==> src/rtl/pll_lock_pkg.sv <==
package pll_lock_pkg;
  // grading result of one feedback cycle
  typedef struct packed {
    logic valid;
    logic err;
  } grade_t;
endpackage

==> src/rtl/lk_edge_sync.sv <==
module lk_edge_sync #(
  parameter int STAGES = 2
) (
  input  logic clk_i,
  input  logic rst_ni,
  input  logic async_i,
  output logic rise_o
);
  logic [STAGES:0] sh_q, sh_d;

  always_comb sh_d = {sh_q[STAGES-1:0], async_i};

  always_ff @(posedge clk_i or negedge rst_ni) begin
    if (!rst_ni) sh_q <= '0;
    else         sh_q <= sh_d;
  end

  assign rise_o = sh_q[STAGES-1] & ~sh_q[STAGES];
endmodule

==> src/rtl/lk_phase_grade.sv <==
module lk_phase_grade
  import pll_lock_pkg::*;
#(
  parameter int WIN_TICKS = 2
) (
  input  logic   clk_i,
  input  logic   rst_ni,
  input  logic   ref_rise_i,
  input  logic   fb_rise_i,
  output grade_t grade_o
);
  localparam int GAP_MAX = WIN_TICKS + 1;
  localparam int GAP_W   = $clog2(GAP_MAX + 1);
  localparam logic [GAP_W-1:0] GAP_SAT = GAP_W'(GAP_MAX);
  localparam logic [GAP_W-1:0] GAP_WIN = GAP_W'(WIN_TICKS);

  logic [GAP_W-1:0] gap_q, gap_d, gap_now;
  grade_t           grade_q, grade_d;

  // ticks since last reference edge, saturating just past the window
  always_comb begin
    gap_now = ref_rise_i ? '0 : gap_q;
    if (ref_rise_i)          gap_d = GAP_W'(1);
    else if (gap_q != GAP_SAT) gap_d = gap_q + 1'b1;
    else                     gap_d = gap_q;
    grade_d.valid = fb_rise_i;
    grade_d.err   = fb_rise_i && (gap_now > GAP_WIN);
  end

  always_ff @(posedge clk_i or negedge rst_ni) begin
    if (!rst_ni) begin
      gap_q   <= GAP_SAT;
      grade_q <= '0;
    end else begin
      gap_q   <= gap_d;
      grade_q <= grade_d;
    end
  end

  assign grade_o = grade_q;

  a_r2_grade_after_fb: assert property (@(posedge clk_i) disable iff (!rst_ni)
    grade_q.valid |-> $past(fb_rise_i));
  a_r2_gap_bounded: assert property (@(posedge clk_i) disable iff (!rst_ni)
    gap_q <= GAP_SAT);
endmodule

==> src/rtl/lk_hysteresis.sv <==
module lk_hysteresis
  import pll_lock_pkg::*;
#(
  parameter int ERR_DROP   = 4,
  parameter int CLEAN_RISE = 32
) (
  input  logic   clk_i,
  input  logic   rst_ni,
  input  grade_t grade_i,
  input  logic   wd_expire_i,
  output logic   lock_o
);
  localparam int ERR_W = $clog2(ERR_DROP + 1);
  localparam int CLN_W = $clog2(CLEAN_RISE + 1);
  localparam logic [ERR_W-1:0] ERR_LAST = ERR_W'(ERR_DROP - 1);
  localparam logic [CLN_W-1:0] CLN_LAST = CLN_W'(CLEAN_RISE - 1);

  logic             lock_q, lock_d;
  logic [ERR_W-1:0] err_q, err_d;
  logic [CLN_W-1:0] cln_q, cln_d;

  always_comb begin
    lock_d = lock_q;
    err_d  = err_q;
    cln_d  = cln_q;
    if (wd_expire_i) begin
      lock_d = 1'b0;
      err_d  = '0;
      cln_d  = '0;
    end else if (grade_i.valid) begin
      if (grade_i.err) begin
        cln_d = '0;
        if (!lock_q)              err_d = '0;
        else if (err_q == ERR_LAST) begin
          lock_d = 1'b0;
          err_d  = '0;
        end else                  err_d = err_q + 1'b1;
      end else begin
        err_d = '0;
        if (lock_q)               cln_d = '0;
        else if (cln_q == CLN_LAST) begin
          lock_d = 1'b1;
          cln_d  = '0;
        end else                  cln_d = cln_q + 1'b1;
      end
    end
  end

  always_ff @(posedge clk_i or negedge rst_ni) begin
    if (!rst_ni) begin
      lock_q <= 1'b0;
      err_q  <= '0;
      cln_q  <= '0;
    end else begin
      lock_q <= lock_d;
      err_q  <= err_d;
      cln_q  <= cln_d;
    end
  end

  assign lock_o = lock_q;

  a_r3_rise_on_clean: assert property (@(posedge clk_i) disable iff (!rst_ni)
    $rose(lock_q) |-> $past(grade_i.valid && !grade_i.err && !wd_expire_i));
  a_r4_fall_has_cause: assert property (@(posedge clk_i) disable iff (!rst_ni)
    $fell(lock_q) |-> $past((grade_i.valid && grade_i.err) || wd_expire_i));
  a_r5_runs_bounded: assert property (@(posedge clk_i) disable iff (!rst_ni)
    (err_q <= ERR_LAST) && (cln_q <= CLN_LAST));
  a_r6_expire_clears: assert property (@(posedge clk_i) disable iff (!rst_ni)
    wd_expire_i |=> !lock_q);
endmodule

==> src/rtl/lk_watchdog.sv <==
module lk_watchdog #(
  parameter int REF_DIV  = 4,
  parameter int WD_LIMIT = 8
) (
  input  logic clk_i,
  input  logic rst_ni,
  input  logic ref_rise_i,
  input  logic fb_rise_i,
  output logic expire_o
);
  localparam int DIV_W = $clog2(REF_DIV + 1);
  localparam int WD_W  = $clog2(WD_LIMIT + 1);
  localparam logic [DIV_W-1:0] DIV_LAST = DIV_W'(REF_DIV - 1);
  localparam logic [WD_W-1:0]  WD_TOP   = WD_W'(WD_LIMIT);
  localparam logic [WD_W-1:0]  WD_LAST  = WD_W'(WD_LIMIT - 1);

  logic [DIV_W-1:0] div_q, div_d;
  logic [WD_W-1:0]  wd_q, wd_d;
  logic             tick;

  always_comb begin
    tick  = ref_rise_i && (div_q == DIV_LAST);
    div_d = div_q;
    if (ref_rise_i) div_d = tick ? '0 : div_q + 1'b1;
    wd_d = wd_q;
    if (fb_rise_i)                  wd_d = '0;
    else if (tick && wd_q != WD_TOP) wd_d = wd_q + 1'b1;
    expire_o = tick && !fb_rise_i && (wd_q == WD_LAST);
  end

  always_ff @(posedge clk_i or negedge rst_ni) begin
    if (!rst_ni) begin
      div_q <= '0;
      wd_q  <= '0;
    end else begin
      div_q <= div_d;
      wd_q  <= wd_d;
    end
  end

  a_r6_fb_restarts: assert property (@(posedge clk_i) disable iff (!rst_ni)
    fb_rise_i |=> (wd_q == '0));
  a_r6_wd_bounded: assert property (@(posedge clk_i) disable iff (!rst_ni)
    wd_q <= WD_TOP);
endmodule

==> src/rtl/pll_lock_monitor.sv <==
module pll_lock_monitor
  import pll_lock_pkg::*;
#(
  parameter int SYNC_STAGES = 2,
  parameter int WIN_TICKS   = 2,
  parameter int ERR_DROP    = 4,
  parameter int CLEAN_RISE  = 32,
  parameter int REF_DIV     = 4,
  parameter int WD_LIMIT    = 8
) (
  input  logic clk_i,
  input  logic rst_ni,
  input  logic ref_clk_i,
  input  logic fb_clk_i,
  input  logic bypass_i,
  input  logic test_obs_i,
  output logic lock_o
);
  localparam int NCLK = 2;

  logic [1:0]      rst_sync_q;
  logic            rst_n;
  logic [NCLK-1:0] clk_in, clk_rise;
  grade_t          grade;
  logic            wd_expire;
  logic            lock_state;

  // asynchronous assert, synchronous release
  always_ff @(posedge clk_i or negedge rst_ni) begin
    if (!rst_ni) rst_sync_q <= '0;
    else         rst_sync_q <= {rst_sync_q[0], 1'b1};
  end
  assign rst_n = rst_sync_q[1];

  assign clk_in = {fb_clk_i, ref_clk_i};

  for (genvar g = 0; g < NCLK; g++) begin : g_sync
    lk_edge_sync #(.STAGES(SYNC_STAGES)) i_sync (
      .clk_i  (clk_i),
      .rst_ni (rst_n),
      .async_i(clk_in[g]),
      .rise_o (clk_rise[g])
    );
  end

  lk_phase_grade #(.WIN_TICKS(WIN_TICKS)) i_grade (
    .clk_i     (clk_i),
    .rst_ni    (rst_n),
    .ref_rise_i(clk_rise[0]),
    .fb_rise_i (clk_rise[1]),
    .grade_o   (grade)
  );

  lk_watchdog #(.REF_DIV(REF_DIV), .WD_LIMIT(WD_LIMIT)) i_wd (
    .clk_i     (clk_i),
    .rst_ni    (rst_n),
    .ref_rise_i(clk_rise[0]),
    .fb_rise_i (clk_rise[1]),
    .expire_o  (wd_expire)
  );

  lk_hysteresis #(.ERR_DROP(ERR_DROP), .CLEAN_RISE(CLEAN_RISE)) i_hyst (
    .clk_i      (clk_i),
    .rst_ni     (rst_n),
    .grade_i    (grade),
    .wd_expire_i(wd_expire),
    .lock_o     (lock_state)
  );

  assign lock_o = bypass_i ? test_obs_i : lock_state;

  a_r1_low_in_reset: assert property (@(posedge clk_i)
    (!rst_n && !bypass_i) |-> !lock_o);
endmodule

==> config.mk <==
export PLATFORM = sky130hd
export DESIGN_NAME = pll_lock_monitor
export DESIGN_NICKNAME = d
export VERILOG_FILES = /design/src/rtl/pll_lock_pkg.sv /design/src/rtl/lk_edge_sync.sv /design/src/rtl/lk_phase_grade.sv /design/src/rtl/lk_hysteresis.sv /design/src/rtl/lk_watchdog.sv /design/src/rtl/pll_lock_monitor.sv
export SDC_FILE = /design/constraint.sdc
export NUM_CORES = 1
export LEC_CHECK = 0
export ABC_AREA = 1
export BUFFER_PORTS_ARGS = -buffer_cell sky130_fd_sc_hd__buf_2
export CAP_MARGIN = 20
export CORE_MARGIN = 2
export CORE_UTILIZATION = 53
export CTS_CLUSTER_DIAMETER = 100
export DETAILED_ROUTE_END_ITERATION = 8
export PLACE_DENSITY = 0.73
export SKIP_CTS_REPAIR_TIMING = 1
export SKIP_LAST_GASP = 1
export SLEW_MARGIN = 10
export SYNTH_ARGS = -nofsm -noshare
export SYNTH_HDL_FRONTEND = slang
export SYNTH_HIERARCHICAL = 1
export SYNTH_SLANG_ARGS = --single-unit
==> constraint.sdc <==
create_clock -name clk_i -period 0.9 [get_ports clk_i]
set_clock_uncertainty 0.05 [all_clocks]
set_input_delay 0.135 -clock clk_i [delete_from_list [all_inputs] [get_ports clk_i]]
set_output_delay 0.135 -clock clk_i [all_outputs]
set_load 0.005 [all_outputs]
# Word level (Yosys, flattened, before mapping)

Cells that the tools add are included.

Output and inout bits: 1
Flip-flop bits (word level): 29

Muxes and demuxes: 24
Bitwise operators: 4
Equal/unequal tests: 6
Add/subtract/negate cells: 5
Order comparisons: 1
Reduce and logical (&&, ||, !) cells: 9

Operator list:

| operator                                                         | count |
|---|---|
| 6-bit two-way mux                                                | 5 |
| 3-bit two-way mux                                                | 6 |
| 1-bit two-way mux                                                | 8 |
| 4-bit two-way mux                                                | 2 |
| 3-bit by 1-bit adder with 3-bit output (second input constant)   | 2 |
| 6-bit by 1-bit adder with 6-bit output (second input constant)   | 1 |
| 3-bit by 2-bit == test with 1-bit output (second input constant) | 2 |
| 6-bit by 5-bit == test with 1-bit output (second input constant) | 1 |
| 2-bit two-way mux                                                | 3 |
| 2-bit nonzero test                                               | 3 |
| 1-bit logical AND                                                | 5 |
| 4-bit by 1-bit adder with 4-bit output (second input constant)   | 1 |
| 4-bit by 3-bit == test with 1-bit output (second input constant) | 1 |
| 4-bit != test (second input constant)                            | 1 |
| 2-bit by 1-bit adder with 2-bit output (second input constant)   | 1 |
| 1-bit AND                                                        | 2 |
| 2-bit greater-than comparator (second input constant)            | 1 |
| 2-bit != test (second input constant)                            | 1 |
| 1-bit NOT                                                        | 2 |
| 1-bit logical NOT                                                | 1 |

# Logic depth before layout (Yosys ltp)

Depth after elaboration: 6
Mapped depth: 13
Mapped depth without buffers: 12

# Modules after synthesis

Netlist, hierarchy kept.

Modules (own cells, without submodules):

| module           | seq. area each (µm²) | cells an instance | area an instance (µm²) | instances |
|---|---|---|---|---|
| lk_hysteresis    | 250.2                | 74                | 545.5                  | 1 |
| lk_watchdog      | 175.2                | 45                | 384.1                  | 1 |
| lk_edge_sync     | 75.1                 | 5                 | 85.1                   | 2 |
| lk_phase_grade   | 102.6                | 17                | 163.9                  | 1 |
| pll_lock_monitor | 50.0                 | 7                 | 68.8                   | 1 |

# Worst setup path before layout

OpenSTA, ideal clock, no wires.

Path kind: flip-flop to flip-flop
From: register g_sync[0].i_sync.sh_q[2]
To: register i_hyst.cln_q[0]
Data arrival time: 1.759 ns
Setup slack: -0.985 ns
Cell stages (with the launch flop): 10
Cell sequence: dfrtp_1 -> nor2_2 -> nand2_1 -> nor2_2 -> inv_1 -> nor4_1 -> nor2_1 -> buf_6 -> or2_1 -> o21ai_1

Longest elaborated chain between the ends: 6
Elaborated cells on any way between the ends: 7
Those cells by class: 1 x mux; 2 x bitwise; 4 x reduce/logical

RTL lines:

| what                                                    | line                   | RTL |
|---|---|---|
| from (decl)                                             | lk_edge_sync.sv:9      | `logic [STAGES:0] sh_q, sh_d;` |
| from (signal assigned)                                  | lk_edge_sync.sv:14     | `if (!rst_ni) sh_q <= '0;` |
| from (signal assigned)                                  | lk_edge_sync.sv:15     | `else sh_q <= sh_d;` |
| 1-bit NOT *                                             | lk_edge_sync.sv:18     | `assign rise_o = sh_q[STAGES-1] & ~sh_q[STAGES];` |
| 1-bit AND *                                             | lk_edge_sync.sv:18     |  |
| via clk_rise[0]                                         | pll_lock_monitor.sv:23 | `logic [NCLK-1:0] clk_in, clk_rise;` |
| 1-bit logical AND *                                     | lk_watchdog.sv:22      | `tick = ref_rise_i && (div_q == DIV_LAST);` |
| 1-bit logical AND * (2 in series)                       | lk_watchdog.sv:28      | `expire_o = tick && !fb_rise_i && (wd_q == WD_LAST);` |
| via wd_expire                                           | pll_lock_monitor.sv:25 | `logic wd_expire;` |
| 6-bit two-way mux or 2-bit nonzero test (tied branches) | -                      |  |
| to (signal assigned)                                    | lk_hysteresis.sv:57    | `cln_q <= cln_d;` |
| to (decl)                                               | lk_hysteresis.sv:20    | `logic [CLN_W-1:0] cln_q, cln_d;` |

The timed path passes the listed nets; every way through them passes the cells marked *.
A chain may end at the register's enable or synchronous reset.

# Worst setup path after layout

From: register i_wd.div_q[0]
To: register i_hyst.cln_q[5]

Longest elaborated chain between the ends: 5
Elaborated cells on any way between the ends: 6
Those cells by class: 1 x eq/ne; 1 x mux; 4 x reduce/logical

RTL lines:

| what                                                    | line                   | RTL |
|---|---|---|
| from (decl)                                             | lk_watchdog.sv:17      | `logic [DIV_W-1:0] div_q, div_d;` |
| from (signal assigned)                                  | lk_watchdog.sv:36      | `div_q <= div_d;` |
| 3-bit by 2-bit == test with 1-bit output *              | lk_watchdog.sv:22      |  |
| 1-bit logical AND *                                     | lk_watchdog.sv:22      |  |
| 1-bit logical AND * (2 in series)                       | lk_watchdog.sv:28      |  |
| via wd_expire                                           | pll_lock_monitor.sv:25 |  |
| 6-bit two-way mux or 2-bit nonzero test (tied branches) | -                      |  |

Marks and branches as above.

==> flow_metrics.tcl <==
set metrics [dict create \
    cts_tree "yes" \
    post-route-period-util_pct 201.3 \
    drt_first_iter_violations 42 \
    clkSinkCount 29 \
    fmax_mhz 551.9 \
    die_y_um 54.14 \
    die_area_mm2 0.002931 \
    startpoint "i_wd/div_q[0]" \
    crit_path_frequent_cell "nor2_4" \
    synthArstFlopShare_pct 100.0 \
    avgSynthCellArea_um2 8.709 \
    min_path_type "in2async" \
    grt_pass1_vias 1120 \
    dp_hpwl_um 2007 \
    critical_path_required_ns 1.07 \
    path_depth 11 \
    antenna_found_initial 0 \
    worstRegToRegCells 11 \
    setup_viol 21 \
    power_switching_share_pct 32.70 \
    yosysTopAreaCellShare_pct 50.70 \
    drv_cap 0 \
    route.detailed.wl_per_inst_um 14.69 \
    worst_setup_path_endpoint "i_hyst/cln_q[5]" \
    critical_path.reg2reg.endpoint "i_hyst/cln_q[5]" \
    warning_count_from_the_yosys_run 6 \
    max-vdd-ir-drop_mv 2.073 \
    power_frac_clock_pct 21.4 \
    finalWorstSetupSlack_ns -0.9120 \
    io_buffer_count 6 \
    pin_count_of_the_biggest_net_entering_global_routing 20 \
    clock_path_buffers 2 \
    start_kind "flip-flop" \
    critical_path.cell_chain "ha_2, nand2_2, nor2_4, inv_2, nor4_4, nor2_1, buf_4, nor2_4, nand3_1, nand2_1, nor2_4" \
    num-nets-final 215 \
    globalplace.congestion 0.7685 \
    crit_path_top_delay_cell "dfrtp_1" \
    die_width_um 54.14 \
    synth_most_common_cell "nand2_1" \
    proportion_of_synthesized_chip_area_in_sequential_cells_pct 54.65 \
    worstSkewPairLatency_ns 0.32 \
    leakage_nw 0.9827 \
    synth_enable_flop_cells 0 \
    core_mm2 0.002432 \
    synth_fp_nets 165 \
    finalPower_mw 4.205 \
    numCtsBuffers 5 \
    comb_power_share_pct 37.5 \
    delay_of_the_slowest_critical_path_stage_ns 0.39 \
    timing.critical_path.fanout_max 6 \
    final_period_minus_worst_setup_slack_ns 1.812 \
    netSwitchingPower_mw 1.375 \
    grt_use_total_pct 22.14 \
    rows 18 \
    initial_utilization_pct 54.78 \
    status "complete, but fails checks" \
    antenna_left 0 \
    critical-path-top-delay-family "simple AND/OR/NAND/NOR gates" \
    synth_common_cells "nand2_1 (34), dfrtp_1 (27), inv_1 (25), nand3_1 (15), nor2_1 (13)" \
    syn-cell-area_mm2 0.001333 \
    regToRegSetupSlack_ns -0.91 \
    grt_first_pass_wirelength_um 4464 \
    critical_path.endpoint_type "flip-flop" \
    critical_path_buf_inv_count 2 \
    drcViolationCount 0 \
    cts-root-buf "clkbuf_4" \
    antenna_cells 0 \
    seqPwrFrac_pct 41.1 \
    layout-area-overhead-vs-synth_pct 47.61 \
    timing_max_transition_violations_final 0 \
    synthFlopType "dfrtp_1" \
    cts_max_level 2 \
    synth_area_leaders "dfrtp_1 (51%), nand2_1 (9.6%), inv_1 (7.0%), ha_1 (5.6%), nand3_1 (5.6%)" \
    viasPerCell 5.265 \
    overflow 0 \
    ys_types 23 \
    critical_path_type "reg2reg" \
    crit-reg2reg-launch "i_wd/div_q[0]" \
    final_layout_size_suffix_gt1_share_pct 46.08 \
    fin_hold_ws_ns 0.08937 \
    netlist.top_cell.by_area "dfrtp_1" \
    synthesis.instances 153 \
    detail_route.first_pass.iterations 6 \
    cellInternalPower_mw 2.830 \
    rsz0062_at_grt "yes" \
    boundaryPins 7 \
    yosys_register_bits 29 \
    power_per_cell_area_mw_per_mm2 2138 \
    vias 1232 \
    drt_wl_total_um 3438 \
    clk_transition_reported_paths_ns 0.09 \
    critPathArrivalTime_ns 1.98 \
    violations "setup timing" \
    timing.final.hold_violations 0 \
]
[cell usage in the layout, fill, tap and decap left out, types with 2 or more instances in the layout]
cell type,instances
o21ai_2,3
ha_4,2
nor2_4,6
inv_2,8
inv_1,18
nand3_2,5
o21ai_1,3
nand4_1,2
dlygate4sd3_1,3
nand2_1,26
clkbuf_8,2
a21oi_1,2
o21ai_0,4
nor2_1,9
clkbuf_4,5
nand2_4,3
dfstp_2,2
buf_2,5
dfrtp_1,26
ha_1,3
a21boi_0,2
nand2_2,7
buf_6,7
nand3_1,10
buf_4,28
[power by group through the flow]
stage	registers (mW)	logic [mW]	clock network [mW]
2_1_floorplan	1.77	0.586	0
3_3_place_gp	1.72	1.08	0
3_5_place_dp	1.74	1.15	0
4_1_cts	1.71	1.16	0.925
5_1_grt	1.76	1.72	1.00
6_report	1.73	1.58	0.900
[per-layer routing]
layer	track usage, %	share of wire (%)
met5	0	0
met4	11.67	1.8
met3	8.056	3.5
met2	38.55	59
met1	22.99	36
[how the worst min path moves through the flow]
stage / slack, ns / cells past startpoint / endpoint / startpoint
floorplan: -0.21 / 0 / rst_sync_q[0] / rst_ni
global placement: -0.13 / 1 / rst_sync_q[0] / rst_ni
detailed placement: -0.13 / 1 / rst_sync_q[0] / rst_ni
CTS: -0.49 / 1 / rst_sync_q[1] / rst_ni
global route: 0.06 / 2 / rst_sync_q[1] / rst_ni
finish: 0.09 / 2 / rst_sync_q[1] / rst_ni
[cell type report]
cell class	count	area [um2]
inverter	27	103.9
multi-input combinational	96	661.9
timing repair buffer	44	364.1
clock inverter	1	5.005
tap	30	37.54
clock buffer	7	65.06
fill	161	465.4
sequential	29	729.5
[logic make-up (layout without fill, tap and decap cells)]
kind of cell | count (synthesis) | after routing | synth area share [%]
flops | 29 | 29 | 54.65
buf+inv | 28 | 79 | 8.451
mux | 1 | 1 | 0.8450
simple gates | 73 | 73 | 24.04
fa+ha+maj | 6 | 6 | 5.634
compound gates | 15 | 15 | 6.103
other cells | 1 | 1 | 0.2814
[flip-flops by register name, indices dropped and copies added (netlist names)]
register,flops
i_wd/div_q,3
i_grade/gap_q,2
i_wd/wd_q,4
i_hyst/lock_o,1
i_hyst/err_q,3
i_grade/grade_o,2
rst_sync_q,2
g_sync.i_sync/sh_q,6
i_hyst/cln_q,6
[worst register-to-register path: stages (launching register included)]
cell and delay, ns:
dfrtp_1 0.39, ha_2 0.20, nand2_2 0.08, nor2_4 0.12, inv_2 0.06, nor4_4 0.22
nor2_1 0.06, buf_4 0.17, nor2_4 0.12, nand3_1 0.09, nand2_1 0.12, nor2_4 0.05
[stage by stage]
step	util (%)	TNS [ns]	setup WS, ns	instance area, um2	instances
2_1_floorplan	-	-7.995	-0.7453	1376	153
6_report	80.86	-11.55	-0.9120	1967	234
4_1_cts	70.63	-10.41	-0.9286	1718	223
3_3_place_gp	67.75	-8.584	-0.7491	1648	215
3_5_place_dp	67.75	-9.453	-0.8633	1648	215
5_1_grt	80.86	-12.96	-1.003	1967	234
Note: power is estimated with default switching activity, not from simulation.
